**config.mk**
```make
export PLATFORM = sky130hd
export DESIGN_NAME = utopia_rx_master
export DESIGN_NICKNAME = d
export VERILOG_FILES = /design/src/rtl/utopia_rx_pkg.sv /design/src/rtl/utopia_rx_clkdiv.sv /design/src/rtl/utopia_rx_ctrl.sv /design/src/rtl/utopia_rx_led.sv /design/src/rtl/utopia_rx_master.sv
export SDC_FILE = /design/constraint.sdc
export NUM_CORES = 1
export LEC_CHECK = 0
export CORE_UTILIZATION = 38
export CTS_BUF_LIST = sky130_fd_sc_hd__clkbuf_8
export CTS_CLUSTER_DIAMETER = 40
export DETAILED_ROUTE_END_ITERATION = 6
export DONT_BUFFER_PORTS = 1
export PLACE_DENSITY = 0.62
export SLEW_MARGIN = 20
export SYNTH_ARGS = -nofsm -noshare
export SYNTH_HDL_FRONTEND = slang
export SYNTH_SLANG_ARGS = --single-unit
```
**constraint.sdc**
```tcl
create_clock -name clk -period 2.4 [get_ports clk]
set_clock_uncertainty 0.1 [all_clocks]
set_input_delay 0.48 -clock clk [delete_from_list [all_inputs] [get_ports clk]]
set_output_delay 0.48 -clock clk [all_outputs]
set_load 0.05 [all_outputs]
```
**src/rtl/utopia_rx_pkg.sv**
```systemverilog
package utopia_rx_pkg;
    localparam int unsigned CELL_BYTES = 53;
    localparam int unsigned CNT_W      = $clog2(CELL_BYTES);
    localparam int unsigned DATA_W     = 8;
    typedef logic [DATA_W-1:0] rx_byte_t;
endpackage

```
**src/rtl/utopia_rx_clkdiv.sv**
```systemverilog
module utopia_rx_clkdiv (
    input  logic clk,
    input  logic rst_n,
    output logic tick_o
);
    logic tick_d, tick_q;

    always_comb begin
        tick_d = ~tick_q;
    end

    always_ff @(posedge clk or negedge rst_n) begin
        if (!rst_n) tick_q <= 1'b0;
        else        tick_q <= tick_d;
    end

    assign tick_o = tick_q;
endmodule

```
**src/rtl/utopia_rx_ctrl.sv**
```systemverilog
module utopia_rx_ctrl
    import utopia_rx_pkg::*;
#(
    parameter int unsigned TAG_TICKS = 4
) (
    input  logic     clk,
    input  logic     rst_n,
    input  logic     tick_i,
    input  logic     tag_en_i,
    input  logic     clav_i,
    input  logic     soc_i,
    input  rx_byte_t data_i,
    input  logic     ready_i,
    output logic     enb_n_o,
    output logic     start_o,
    output logic     valid_o,
    output rx_byte_t data_o,
    output logic     first_o,
    output logic     last_o,
    output logic     err_o
);
    localparam int unsigned GAP_W = (TAG_TICKS > 1) ? $clog2(TAG_TICKS) : 1;
    localparam logic [CNT_W-1:0] LAST_IDX = CNT_W'(CELL_BYTES - 1);
    localparam logic [GAP_W-1:0] GAP_LOAD = GAP_W'(TAG_TICKS - 1);

    typedef struct packed {
        logic             enb_n;
        logic             in_cell;
        logic [CNT_W-1:0] idx;
        logic [GAP_W-1:0] gap;
        logic             vld;
        rx_byte_t         data;
        logic             first;
        logic             last;
        logic             err;
    } ctrl_t;

    ctrl_t ctl_d, ctl_q;
    logic  end_cell;
    logic  take;

    always_comb begin
        ctl_d       = ctl_q;
        ctl_d.vld   = 1'b0;
        ctl_d.first = 1'b0;
        ctl_d.last  = 1'b0;
        ctl_d.err   = 1'b0;
        end_cell    = 1'b0;
        take        = tick_i && !ctl_q.enb_n;
        start_o     = take && soc_i;
        if (tick_i) begin
            if (!ctl_q.enb_n) begin
                if (soc_i) begin
                    ctl_d.vld     = 1'b1;
                    ctl_d.data    = data_i;
                    ctl_d.first   = 1'b1;
                    ctl_d.err     = ctl_q.in_cell;
                    ctl_d.in_cell = 1'b1;
                    ctl_d.idx     = CNT_W'(1);
                end else if (ctl_q.in_cell) begin
                    ctl_d.vld  = 1'b1;
                    ctl_d.data = data_i;
                    if (ctl_q.idx == LAST_IDX) begin
                        ctl_d.last    = 1'b1;
                        ctl_d.in_cell = 1'b0;
                        ctl_d.idx     = '0;
                        end_cell      = 1'b1;
                    end else begin
                        ctl_d.idx = ctl_q.idx + CNT_W'(1);
                    end
                end
                if (end_cell) begin
                    if (tag_en_i) begin
                        ctl_d.enb_n = 1'b1;
                        ctl_d.gap   = GAP_LOAD;
                    end else if (!(clav_i && ready_i)) begin
                        ctl_d.enb_n = 1'b1;
                    end
                end
            end else if (ctl_q.gap != '0) begin
                ctl_d.gap = ctl_q.gap - GAP_W'(1);
            end else if (clav_i && ready_i) begin
                ctl_d.enb_n = 1'b0;
            end
        end
    end

    always_ff @(posedge clk or negedge rst_n) begin
        if (!rst_n) begin
            ctl_q       <= '0;
            ctl_q.enb_n <= 1'b1;
        end else begin
            ctl_q <= ctl_d;
        end
    end

    assign enb_n_o = ctl_q.enb_n;
    assign valid_o = ctl_q.vld;
    assign data_o  = ctl_q.data;
    assign first_o = ctl_q.first;
    assign last_o  = ctl_q.last;
    assign err_o   = ctl_q.err;
endmodule

```
**src/rtl/utopia_rx_led.sv**
```systemverilog
module utopia_rx_led #(
    parameter int unsigned LED_TICKS = 1 << 22
) (
    input  logic clk,
    input  logic rst_n,
    input  logic tick_i,
    input  logic restart_i,
    output logic led_n_o
);
    localparam int unsigned W = $clog2(LED_TICKS + 1);

    typedef struct packed {
        logic [W-1:0] cnt;
        logic         led_n;
    } led_t;

    led_t led_d, led_q;

    always_comb begin
        led_d = led_q;
        if (restart_i) begin
            led_d.cnt = W'(LED_TICKS);
        end else if (tick_i && led_q.cnt != '0) begin
            led_d.cnt = led_q.cnt - W'(1);
        end
        led_d.led_n = (led_d.cnt == '0);
    end

    always_ff @(posedge clk or negedge rst_n) begin
        if (!rst_n) begin
            led_q.cnt   <= '0;
            led_q.led_n <= 1'b1;
        end else begin
            led_q <= led_d;
        end
    end

    assign led_n_o = led_q.led_n;
endmodule

```
**src/rtl/utopia_rx_master.sv**
```systemverilog
module utopia_rx_master
    import utopia_rx_pkg::*;
#(
    parameter int unsigned TAG_TICKS = 4,
    parameter int unsigned LED_TICKS = 1 << 22
) (
    input  logic       clk,
    input  logic       rst_n,
    input  logic       tag_en,
    input  logic       rx_clav,
    input  logic       rx_soc,
    input  logic [7:0] rx_data,
    output logic       rx_enb_n,
    input  logic       cell_ready,
    output logic       cell_valid,
    output logic [7:0] cell_data,
    output logic       cell_first,
    output logic       cell_last,
    output logic       sync_err,
    output logic       led_n
);
    logic tick;
    logic start;

    utopia_rx_clkdiv u_div (
        .clk    (clk),
        .rst_n  (rst_n),
        .tick_o (tick)
    );

    utopia_rx_ctrl #(
        .TAG_TICKS (TAG_TICKS)
    ) u_ctrl (
        .clk      (clk),
        .rst_n    (rst_n),
        .tick_i   (tick),
        .tag_en_i (tag_en),
        .clav_i   (rx_clav),
        .soc_i    (rx_soc),
        .data_i   (rx_data),
        .ready_i  (cell_ready),
        .enb_n_o  (rx_enb_n),
        .start_o  (start),
        .valid_o  (cell_valid),
        .data_o   (cell_data),
        .first_o  (cell_first),
        .last_o   (cell_last),
        .err_o    (sync_err)
    );

    utopia_rx_led #(
        .LED_TICKS (LED_TICKS)
    ) u_led (
        .clk       (clk),
        .rst_n     (rst_n),
        .tick_i    (tick),
        .restart_i (start),
        .led_n_o   (led_n)
    );
endmodule

```
* After elaboration in Yosys (flattened, before gate mapping)
Index checks and enable logic that the tools add are counted.
Word-level totals: register bits 47, input port bits 14, output and inout bits 14, logic and storage cells 59
Cells by class: add/sub/neg operators 3, equality and inequality tests 2, mux-type cells 26, bitwise operators 2, reductions and logical operators 14
Operators with widths (number):
- $mux 23 | 2
- $mux 12 | 2
- $logic_not 23->1 | 1
- $reduce_bool 23->1 | 1
- $sub 23x1->23 const B | 1
- $mux 9 | 2
- $mux 7 | 2
- $mux 1 | 13
- $mux 2 | 4
- $reduce_bool 2->1 | 4
- $add 6x1->6 const B | 1
- $eq 6x6->1 const B | 1
- $mux 6 | 1
- $logic_and 1x1->1 | 4
- $reduce_and 4->1 | 1
- $reduce_and 3->1 | 1
- $ne 2x2->1 const B | 1
- $not 1->1 | 2
- $reduce_and 2->1 | 1
- $sub 2x1->2 const B | 1
- $logic_not 1->1 | 1

* Longest topological paths before layout
depth after elaboration 8, mapped depth 10, gate-level depth less buffers 9

* Modules after synthesis
Synthesis repeated with hierarchy kept, for this count alone.
Unflattened totals: cells, all modules 271, area total of the unflattened synthesis 2537.4 um^2
By module, submodules not included:
- utopia_rx_led | instances 1, cells an instance 151, area an instance 1401.3 um^2, seq. area each 601.8 um^2
- utopia_rx_ctrl | instances 1, cells an instance 118, area an instance 1107.3 um^2, seq. area each 551.8 um^2
- utopia_rx_clkdiv | instances 1, cells an instance 2, area an instance 28.8 um^2, seq. area each 25.0 um^2

* Least setup slack after synthesis
OpenSTA, ideal clock, no wires.
kind register to register, start register u_led.led_q[2] (netlist bit), end register, netlist name u_led.led_n_o, library setup time 0.075 ns, data arrival time 2.093 ns, required time 2.225 ns, slack 0.132 ns, stages on the path, launching flop included 11, path buffers 1, clock period less this slack 2.268 ns, cell sequence dfrtp_1 > inv_1 > ha_1 > and2_1 > nand3_1 > or2_1 > buf_6 > mux2i_1 > a2111oi_2 > o2111ai_1 > nor3b_2
RTL lines:
- from (decl) | RTL line utopia_rx_led.sv:17 | led_t led_d, led_q;
- from (signal assigned) | RTL line utopia_rx_led.sv:34 | led_q <= led_d;

==> impl_metrics.py <==
metrics = {
    "routing": {
        "drt-pass1-iter-count": 4,
        "wl_per_cell_um": 14.8,
        "drc_errors": 0,
        "finalWirelength_um": 5330,
        "via_per_inst": 5.35,
        "drtIter0Drc": 72,
        "antenna_left": 0,
        "vias": 1932,
    },
    "logic_synthesis": {
        "synthDistinctLibCells": 55,
        "synth_edf_count": 0,
        "synthFlopType": "dfrtp_1",
        "avgSynthCellArea_um2": 9.75,
        "ys_seq_area_frac": 0.467,
        "synth_warnings": 0,
        "syn_area_mm2": 0.00253,
        "synth_area_leader_cell": "dfrtp_1",
        "syn-num-nets": 278,
        "async_flop_share": 1.00,
        "syn_inst": 259,
        "synthTopCellsByArea": "dfrtp_1 45%, nor2_1 4.8%, nand2_1 3.9%",
        "ys_ff_latch": 47,
        "netlist.area_leader.share": 0.446,
    },
    "timing": {
        "period_share": 1.00,
        "setup_violations": 1,
        "worst_slack_ns": -0.00421,
        "maxSlewViolCount": 0,
        "worst_pin_slew_ns": 0.748,
        "period_needed_ns": 2.40,
        "slew_headroom": 0.499,
        "timing.setup.tns_ns": -0.00421,
        "rsz0062_at_grt": "true",
        "final-hold-violation-count": 0,
        "timing.fmax_mhz": 416,
    },
    "layout": {
        "largest_reg_flops": 23,
        "final_nets": 302,
        "largest_register": "u_led.led_q",
        "drive_above_1_share": 0.239,
        "mostFrequentLayoutCell": "dfrtp_1",
        "syn_to_final_growth_pct": 16.6,
        "antenna_cells": 0,
        "most-common-layout-cells": "45 x dfrtp_1, 32 x nor2_1, 30 x buf_4",
        "finish.instance_area_mm2": 0.00295,
    },
    "clock_tree": {
        "cts_tree": "yes",
        "cts_root_buffer": "clkbuf_8",
        "cts_sinks": 47,
        "clk_pin_slew_ns": 0.09,
        "clockBufferDepth": 2,
        "cts_inserted_buffers": 5,
        "clk_latency_ns": 0.31,
        "cts_htree_levels": 2,
    },
    "power": {
        "ir_drop_mv": 0.841,
        "leakage_nw": 1.31,
        "power_density_mw_per_mm2": 1270,
    },
    "die": {
        "fp-row-count": 29,
        "dieArea_mm2": 0.00698,
        "start_util": 0.396,
        "die_w_um": 83.5,
        "io_pins": 28,
        "core-area_mm2": 0.00639,
        "fp.dieH_um": 83.5,
    },
    "setup_path": {
        "crit_arrival_ns": 2.55,
        "crit_fanout": 3,
        "cp-end-kind": "flop",
        "path_class": "flop to flop",
        "reg2regPathDepth": 7,
        "start_kind": "flop",
        "worstPathRequired_ns": 2.55,
    },
    "min_path": {
        "hold_depth": 1,
        "min_path_type": "input port to flop",
    },
    "run_status": {
        "violations": "setup timing",
        "status": "finished, violations left",
    },
    "placed_design": {
        "place_congestion": 0.888,
        "pre_cts_slack_ns": -0.155,
        "postPlaceCellArea_mm2": 0.00273,
        "dpl.hpwl_um": 3810,
        "port_buffers": 0,
    },
    "grt": {
        "track_usage": 0.165,
        "grt_pass1_vias": 2036,
        "grt_antenna_before_repair": 0,
        "grt_max_degree": 48,
        "grt_pass1_wl_um": 9320,
        "grt_overflow_total": 0,
    },
    "run": {
        "max_cap_violations": 0,
    },
}
-- what timing repair did --
action                                 in CTS  in global routing
hold buffers                                2                  0
resized for setup                           5                  6
pin swaps                                   4                  5
cloned                                      0                  0
setup buffers                               3                  0
setup endpoints to repair                   1                  2
endpoints found under the hold margin      47                  0
-- metal layers --
layer	wire [um]	part of all wire	vias to the layer above	global-route usage
li1	-	-	951	-
met1	2520	0.47	939	0.210
met2	2530	0.47	34	0.276
met3	201	0.038	8	0.0317
met4	82	0.015	0	0.0663
met5	0	0	-	0
-- Yosys cell counts (all sizes together), types with 2 or more instances --
cell and number:
a2111oi 2, a21oi 10, and2 3, and3 2, buf 11, clkbuf 4
dfrtp 45, dfstp 2, ha 5, inv 7, mux2 8, mux2i 3
nand2 26, nand2b 4, nand3 7, nand4 4, nand4b 2, nor2 32
nor2b 3, nor3 11, nor3b 3, nor4 7, nor4b 2, o21ai 14
or2 2, or3 6, or4 3, xnor2 9, xor2 6
-- worst max-delay path: stages, from the launching register on --
cell and delay, ns:
dfrtp_1 0.43, nor4_4 0.35, nand4_1 0.24, nor4b_2 0.34, mux2i_1 0.16, a2111oi_2 0.35, o2111ai_1 0.19, nor3b_2 0.18
-- logic make-up after synthesis --
family / share of synthesized area
and+or+nand+nor: 0.268
DFF: 0.467
xor gates and xnor gates: 0.0520
AOI/OAI and AO/OA: 0.0921
muxes: 0.0476
adders and majority gates: 0.0248
buffers and inverters: 0.0490
-- report_power, final --
part           switching, W  internal, W
Combinational      0.000918     0.000795
Clock              0.000295     0.000316
Sequential         0.000390      0.00102
-- area by class of cell --
type	count	area, um^2
multi-input combinational	189	1260
fill	609	3440
clock buffer	5	68.8
tap	77	96.3
inverter	8	30.0
timing repair buffer	32	263
sequential	47	1180
clock inverter	3	47.5
-- worst paths after layout --
check,slack [ns],endpoint,start
max,-0.004,u_led.led_n_o$_DFF_PN1_,u_led.led_q[9]$_DFF_PN0_
min,0.15,u_ctrl.ctl_q[15]$_DFFE_PN0P_,rx_soc
max reg2reg,-0.004,u_led.led_n_o$_DFF_PN1_,u_led.led_q[9]$_DFF_PN0_
min reg2reg,0.38,u_ctrl.ctl_q[12]$_DFFE_PN0P_,u_ctrl.ctl_q[12]$_DFFE_PN0P_
max in group asynchronous,1.38,u_led.led_n_o$_DFF_PN1_,rst_n
min in group asynchronous,0.56,u_ctrl.ctl_q[17]$_DFFE_PN0P_,rst_n
-- per-stage QoR --
stage / utilization / total power (W) / hold WS, ns / cells
2_1_floorplan: - / 0.00264 / 0.0844 / 259
3_3_place_gp: 0.428 / 0.00306 / 0.0853 / 348
3_5_place_dp: 0.428 / 0.00308 / 0.0852 / 348
4_1_cts: 0.458 / 0.00372 / 0.148 / 361
5_1_grt: 0.461 / 0.00401 / 0.160 / 361
6_report: 0.461 / 0.00373 / 0.155 / 361
Power figures use the tool's default switching activity.
